### src/rtl/rtc_pkg.sv
package rtc_pkg;
  localparam int unsigned CTRL_EN_BIT = 3;
  localparam int unsigned IEN_ALM_BIT = 4;
  localparam int unsigned ST_ALM_BIT  = 4;
  localparam int unsigned ST_NV_BIT   = 1;
  localparam int unsigned ST_SV_BIT   = 0;
  localparam int unsigned ST_W        = 5;
endpackage

### src/rtl/rtc_counter.sv
module rtc_counter #(
  parameter int unsigned SEC_W  = 32,
  parameter int unsigned FRAC_W = 15,
  parameter int unsigned DATA_W = 32
) (
  input  logic                     clk_i,
  input  logic                     rst_ni,
  input  logic                     tick_i,
  input  logic                     run_en_i,
  input  logic                     wr_sec_i,
  input  logic                     wr_frac_i,
  input  logic [DATA_W-1:0]        wr_data_i,
  output logic [SEC_W+FRAC_W-1:0]  cnt_o,
  output logic [SEC_W+FRAC_W-1:0]  cnt_nxt_o,
  output logic                     adv_o,
  output logic                     armed_o
);
  localparam int unsigned CNT_W = SEC_W + FRAC_W;

  logic [CNT_W-1:0] cnt_q;
  logic             armed_q;

  assign cnt_nxt_o = cnt_q + CNT_W'(1);
  // a write in the same cycle drops the tick
  assign adv_o     = tick_i & run_en_i & armed_q & ~wr_sec_i & ~wr_frac_i;

  always_ff @(posedge clk_i or negedge rst_ni) begin
    if (!rst_ni) begin
      cnt_q   <= '0;
      armed_q <= 1'b0;
    end else begin
      if (adv_o) cnt_q <= cnt_nxt_o;
      if (wr_sec_i) begin
        cnt_q[CNT_W-1:FRAC_W] <= wr_data_i[SEC_W-1:0];
        armed_q               <= 1'b1;
      end
      if (wr_frac_i) cnt_q[FRAC_W-1:0] <= wr_data_i[FRAC_W-1:0];
    end
  end

  assign cnt_o   = cnt_q;
  assign armed_o = armed_q;
endmodule

### src/rtl/rtc_alarm.sv
module rtc_alarm #(
  parameter int unsigned SEC_W  = 32,
  parameter int unsigned FRAC_W = 15,
  parameter int unsigned DATA_W = 32
) (
  input  logic                     clk_i,
  input  logic                     rst_ni,
  input  logic                     wr_alm_sec_i,
  input  logic                     wr_alm_frac_i,
  input  logic [DATA_W-1:0]        wr_data_i,
  input  logic                     adv_i,
  input  logic [SEC_W+FRAC_W-1:0]  cnt_nxt_i,
  output logic [SEC_W+FRAC_W-1:0]  alm_o,
  output logic                     match_o
);
  localparam int unsigned CNT_W = SEC_W + FRAC_W;
  localparam logic [CNT_W-1:0] ALM_RST = {{SEC_W{1'b1}}, {FRAC_W{1'b0}}};

  logic [CNT_W-1:0] alm_q;

  always_ff @(posedge clk_i or negedge rst_ni) begin
    if (!rst_ni) begin
      alm_q <= ALM_RST;
    end else begin
      if (wr_alm_sec_i)  alm_q[CNT_W-1:FRAC_W] <= wr_data_i[SEC_W-1:0];
      if (wr_alm_frac_i) alm_q[FRAC_W-1:0]     <= wr_data_i[FRAC_W-1:0];
    end
  end

  // compare the value the count is about to take, only on an advance
  assign match_o = adv_i & (cnt_nxt_i == alm_q);
  assign alm_o   = alm_q;
endmodule

### src/rtl/rtc_status.sv
module rtc_status
  import rtc_pkg::*;
#(
  parameter int unsigned DATA_W = 32
) (
  input  logic              clk_i,
  input  logic              rst_ni,
  input  logic              match_i,
  input  logic              viol_i,
  input  logic              wr_stat_i,
  input  logic [DATA_W-1:0] wr_data_i,
  input  logic              ien_i,
  output logic [ST_W-1:0]   status_o,
  output logic              irq_o
);
  logic alm_q;
  logic [1:0] vflag_q;  // [1]=non-valid, [0]=violation

  always_ff @(posedge clk_i or negedge rst_ni) begin
    if (!rst_ni)                                alm_q <= 1'b0;
    else if (match_i)                           alm_q <= 1'b1;
    else if (wr_stat_i && wr_data_i[ST_ALM_BIT]) alm_q <= 1'b0;
  end

  for (genvar g = 0; g < 2; g++) begin : g_vflag
    localparam int unsigned BIT = (g == 1) ? ST_NV_BIT : ST_SV_BIT;
    localparam logic        RV  = (g == 1) ? 1'b1 : 1'b0;
    always_ff @(posedge clk_i or negedge rst_ni) begin
      if (!rst_ni)                          vflag_q[g] <= RV;
      else if (viol_i)                      vflag_q[g] <= 1'b1;
      else if (wr_stat_i && wr_data_i[BIT]) vflag_q[g] <= 1'b0;
    end
  end

  always_comb begin
    status_o             = '0;
    status_o[ST_ALM_BIT] = alm_q;
    status_o[ST_NV_BIT]  = vflag_q[1];
    status_o[ST_SV_BIT]  = vflag_q[0];
  end

  assign irq_o = alm_q & ien_i;
endmodule

### src/rtl/rtc_tick_core.sv
module rtc_tick_core
  import rtc_pkg::*;
#(
  parameter int unsigned SEC_W  = 32,
  parameter int unsigned FRAC_W = 15,
  parameter int unsigned DATA_W = 32
) (
  input  logic              clk_i,
  input  logic              rst_ni,
  input  logic              tick_i,
  input  logic              viol_i,
  input  logic              wr_sec_i,
  input  logic              wr_frac_i,
  input  logic              wr_alm_sec_i,
  input  logic              wr_alm_frac_i,
  input  logic              wr_ctrl_i,
  input  logic              wr_ien_i,
  input  logic              wr_stat_i,
  input  logic [DATA_W-1:0] wr_data_i,
  output logic [SEC_W-1:0]  sec_o,
  output logic [FRAC_W-1:0] frac_o,
  output logic [SEC_W-1:0]  alm_sec_o,
  output logic [FRAC_W-1:0] alm_frac_o,
  output logic              ctrl_en_o,
  output logic              irq_en_o,
  output logic [4:0]        status_o,
  output logic              alarm_irq_o
);
  localparam int unsigned CNT_W = SEC_W + FRAC_W;

  logic             en_q;
  logic             ien_q;
  logic [CNT_W-1:0] cnt_w;
  logic [CNT_W-1:0] cnt_nxt_w;
  logic [CNT_W-1:0] alm_w;
  logic             adv_w;
  logic             armed_w;
  logic             match_w;
  logic [ST_W-1:0]  st_w;

  always_ff @(posedge clk_i or negedge rst_ni) begin
    if (!rst_ni) begin
      en_q  <= 1'b0;
      ien_q <= 1'b0;
    end else begin
      if (wr_ctrl_i) en_q  <= wr_data_i[CTRL_EN_BIT];
      if (wr_ien_i)  ien_q <= wr_data_i[IEN_ALM_BIT];
    end
  end

  rtc_counter #(.SEC_W(SEC_W), .FRAC_W(FRAC_W), .DATA_W(DATA_W)) u_cnt (
    .clk_i     (clk_i),
    .rst_ni    (rst_ni),
    .tick_i    (tick_i),
    .run_en_i  (en_q),
    .wr_sec_i  (wr_sec_i),
    .wr_frac_i (wr_frac_i),
    .wr_data_i (wr_data_i),
    .cnt_o     (cnt_w),
    .cnt_nxt_o (cnt_nxt_w),
    .adv_o     (adv_w),
    .armed_o   (armed_w)
  );

  rtc_alarm #(.SEC_W(SEC_W), .FRAC_W(FRAC_W), .DATA_W(DATA_W)) u_alm (
    .clk_i         (clk_i),
    .rst_ni        (rst_ni),
    .wr_alm_sec_i  (wr_alm_sec_i),
    .wr_alm_frac_i (wr_alm_frac_i),
    .wr_data_i     (wr_data_i),
    .adv_i         (adv_w),
    .cnt_nxt_i     (cnt_nxt_w),
    .alm_o         (alm_w),
    .match_o       (match_w)
  );

  rtc_status #(.DATA_W(DATA_W)) u_st (
    .clk_i     (clk_i),
    .rst_ni    (rst_ni),
    .match_i   (match_w),
    .viol_i    (viol_i),
    .wr_stat_i (wr_stat_i),
    .wr_data_i (wr_data_i),
    .ien_i     (ien_q),
    .status_o  (st_w),
    .irq_o     (alarm_irq_o)
  );

  assign sec_o      = cnt_w[CNT_W-1:FRAC_W];
  assign frac_o     = cnt_w[FRAC_W-1:0];
  assign alm_sec_o  = alm_w[CNT_W-1:FRAC_W];
  assign alm_frac_o = alm_w[FRAC_W-1:0];
  assign ctrl_en_o  = en_q;
  assign irq_en_o   = ien_q;
  assign status_o   = st_w;
endmodule

### config.mk
export PLATFORM = sky130hd
export DESIGN_NAME = rtc_tick_core
export DESIGN_NICKNAME = d
export VERILOG_FILES = /design/src/rtl/rtc_pkg.sv /design/src/rtl/rtc_counter.sv /design/src/rtl/rtc_alarm.sv /design/src/rtl/rtc_status.sv /design/src/rtl/rtc_tick_core.sv
export SDC_FILE = /design/constraint.sdc
export NUM_CORES = 1
export LEC_CHECK = 0
export BUFFER_PORTS_ARGS = -buffer_cell sky130_fd_sc_hd__buf_2
export CORE_ASPECT_RATIO = 2
export CORE_UTILIZATION = 35
export CTS_BUF_LIST = sky130_fd_sc_hd__clkbuf_4 sky130_fd_sc_hd__clkbuf_8 sky130_fd_sc_hd__clkbuf_16
export DETAILED_ROUTE_END_ITERATION = 10
export SKIP_LAST_GASP = 1
export SLEW_MARGIN = 25
export SYNTH_ARGS = -nofsm -noshare
export SYNTH_HDL_FRONTEND = slang
export SYNTH_SLANG_ARGS = --single-unit
### constraint.sdc
create_clock -name clk_i -period 3.42 [get_ports clk_i]
set_clock_uncertainty 0.2 [all_clocks]
set_input_delay 1.026 -clock clk_i [delete_from_list [all_inputs] [get_ports clk_i]]
set_output_delay 1.026 -clock clk_i [all_outputs]
set_load 0.02 [all_outputs]
==> flow_summary_export.csv <==
group,metric,value,unit
run_status,run_status,"finished, violations left",
run_status,violations,"design-rule violations",
run,max-cap-violations,0,
drt,dr_total_vias,6239,
synth,synthTopCellsByArea,"dfrtp_1 26%, dfstp_2 14%, mux2_2 8.6%",
clocking,htree_levels,3,
global_routing,grt_pass1_vias,6442,
synth,synth.top_cell.area_share,26.2,%
worst_setup_path,crit_arrival,3.39,ns
sta,fin_ws,0.0890,ns
floorplan,core.rowCount,69,
worst_setup_path,cp_num_buf_inv,0,
clocking,clk_pin_slew_worst_paths,0.08,ns
clocking,cts_sinks,100,
worst_setup_path,slowest_delay,0.68,ns
sta,tightest_slew,0.716,ns
finish,area_growth,30.7,%
sta,fmax,0.300,GHz
global_routing,grtUsageTotal,27.1,%
synth,synth.distinct_cells,67,
synth,ys.warnings.count,0,
sta,setup_violations,0,
finish,nets,936,
clocking,root_buffer,"clkbuf_16",
placed_design,hpwl,20.1,mm
synth,syn_area_per_cell,9.44,um2
floorplan,dieArea,0.0189,mm2
min_path,hold_path_depth,1,
sta,slew_headroom,51.6,%
synth,synth-edff-count,0,
sta,final-hold-violation-count,0,
worst_setup_path,reg2regPathDepth,8,
synth,ys_ff_latch,100,
synth,netlist_instances,678,
drt,topRoutingLayerUsed,"met4",
sta,finalMaxSlewViolations,0,
worst_setup_path,critPathTopFamily,"simple AND/OR/NAND/NOR gates",
drt,wl_met1,8.09,mm
synth,ys_dominant_reg_cell,"dfrtp_1",
finish,n_antenna_cell,0,
synth,synth_top_area_cell,"dfrtp_1",
floorplan,die_x,97.6,um
floorplan,coreArea,0.0179,mm2
finish,final_common_cell,"buf_2",
power,p_leak,3.55,nW
floorplan,start_util,35.8,%
global_routing,grt_first_pass_wirelength,37.6,mm
synth,synth-async-reset-ratio,100,%
drt,wl_met2,14.3,mm
worst_setup_path,crit_type,"register to register",
placed_design,gp_congestion,0.948,
drt,viasPerCell,5.63,
clocking,numCtsBuffers,9,
worst_setup_path,crit_path_max_fanout,7,
placed_design,dp_slack,-0.254,ns
floorplan,io_pins,145,
finish,layout_common_cells,"141 x buf_2, 106 x buf_4, 69 x nand2_1",
drt,ant_nets,0,
drt,wl_per_cell,22.6,um
clocking,clock_latency,0.36,ns
worst_setup_path,cp_cell_sequence,"nand2_1, or4_4, nor3_2, xnor2_1, a2111oi_2, o2111ai_1, or4_1, o41ai_2",
drt,wl_met3,785,um
drt,drc,8,
finish,layout-drive-gt1-share,42.6,%
global_routing,grt_max_degree,63,
power,p_per_area,422,mW/mm2
clocking,tritoncts,"built",
sta,post-route-period-util,97.4,%
worst_setup_path,required,3.48,ns
min_path,hold_class,"register to register",
power,totalPowerFinal,3.53,mW
worst_setup_path,cp.depth,8,
drt,routed_wl,25.0,mm
synth,synth_area,0.00640,mm2
placed_design,io_buffers,142,
power,peakVddDrop,0.000230,V
worst_setup_path,slowest_stage,"or4_4",
clocking,clockBufferDepth,2,
global_routing,gr-total-overflow,0,
global_routing,grt_antenna_before_repair,0,
drt,dr.pass1.iters,8,
worst_setup_path,critPathCaptureType,"register",
sta,finalCriticalPeriod,3.33,ns
floorplan,die_y,193,um
worst_setup_path,cp-start-kind,"register",
drt,drt_iter0_drc,319,
synth,yosysSeqAreaShare,39.7,%
## synthesized netlist by cell type (all sizes together), types with 3 or more instances
| library cell | number |
|---|---|
| clkbuf | 31 |
| xor2 | 24 |
| dfstp | 33 |
| nand2b | 5 |
| a2111oi | 5 |
| nor4 | 19 |
| nor3 | 20 |
| nand3 | 24 |
| inv | 10 |
| nor2 | 33 |
| and4 | 11 |
| dfrtp | 67 |
| nand4 | 23 |
| mux2 | 49 |
| or4 | 4 |
| o21ai | 51 |
| buf | 17 |
| xnor2 | 61 |
| or2 | 3 |
| o211ai | 5 |
| or3 | 3 |
| nand2 | 70 |
| a21o | 6 |
| a22oi | 5 |
| nor4b | 3 |
| and3 | 9 |
| a21oi | 31 |
| and2 | 8 |
| a221o | 10 |
## stage by stage
step	util, %	TNS, ns	hold slack, ns	std cells	area, um2
global placement	44.7	-0.252	0.259	1090	7990
finish	46.8	0	0.279	1109	8370
detailed placement	44.7	-0.254	0.265	1090	7990
global route	46.8	-0.0137	0.297	1109	8370
CTS	46.4	0	0.280	1106	8300
floorplan	-	0	0.253	679	6430
## worst paths after layout
kind	from	to	slack [ns]
max	u_cnt.cnt_o[3]	u_st.alm_q	0.09
min	u_st.status_o[0]	u_st.status_o[0]	0.28
max reg2reg	u_cnt.cnt_o[3]	u_st.alm_q	0.09
min reg2reg	u_st.status_o[0]	u_st.status_o[0]	0.28
max in group asynchronous	rst_ni	u_alm.alm_o[41]	1.80
min in group asynchronous	rst_ni	u_st.status_o[0]	0.44
## flip-flops by register name, summed over array words and instances, names as in the netlist
name,flops
u_alm.alm_o,47
u_cnt.cnt_o,47
u_st.status_o,2
ctrl_en_o,1
irq_en_o,1
u_cnt.armed_o,1
u_st.alm_q,1
## per-layer routing
layer / GRT usage (%) / up-vias
li1: - / 2905
met1: 24.8 / 3042
met2: 53.1 / 203
met3: 2.82 / 89
met4: 20.1 / 0
met5: 0 / -
## worst register-to-register path, cell delays in order, from the launching register on
cell and delay, ns:
dfrtp_1 0.40, nand2_1 0.13, or4_4 0.68, nor3_2 0.29
xnor2_1 0.13, a2111oi_2 0.42, o2111ai_1 0.19, or4_1 0.46
o41ai_2 0.33
## what timing repair did
item	in CTS	in global routing
hold buffers	0	0
buffers inserted	0	3
endpoints found under the setup margin	1	1
gates resized for setup	4	14
pin swaps	0	8
## where the power goes
group | total, mW | switching [mW] | internal, mW
Clock | 1.00 | 0.452 | 0.550
Sequential | 1.45 | 0.121 | 1.33
Combinational | 1.08 | 0.652 | 0.429
Total | 3.53 | 1.22 | 2.31
## layout make-up
| type | instances | area, um2 |
|---|---|---|
| repair buffers | 249 | 1540 |
| clock buffers | 13 | 268 |
| well taps | 213 | 267 |
| fillers | 1809 | 9500 |
| inverters | 10 | 37.5 |
| flip-flops and latches | 100 | 2550 |
| clock inverters | 3 | 22.5 |
| multi-input cells | 521 | 3680 |
## kinds of logic after synthesis
kind of cell / synth area share [%]
AOI/OAI and AO/OA: 13.7
adders and majority gates: 0.391
muxes: 8.93
buffers and inverters: 3.97
xor gates and xnor gates: 11.6
and+or+nand+nor: 21.6
other: 0.0586
DFF: 39.7
(Power assumes the default switching activity.)
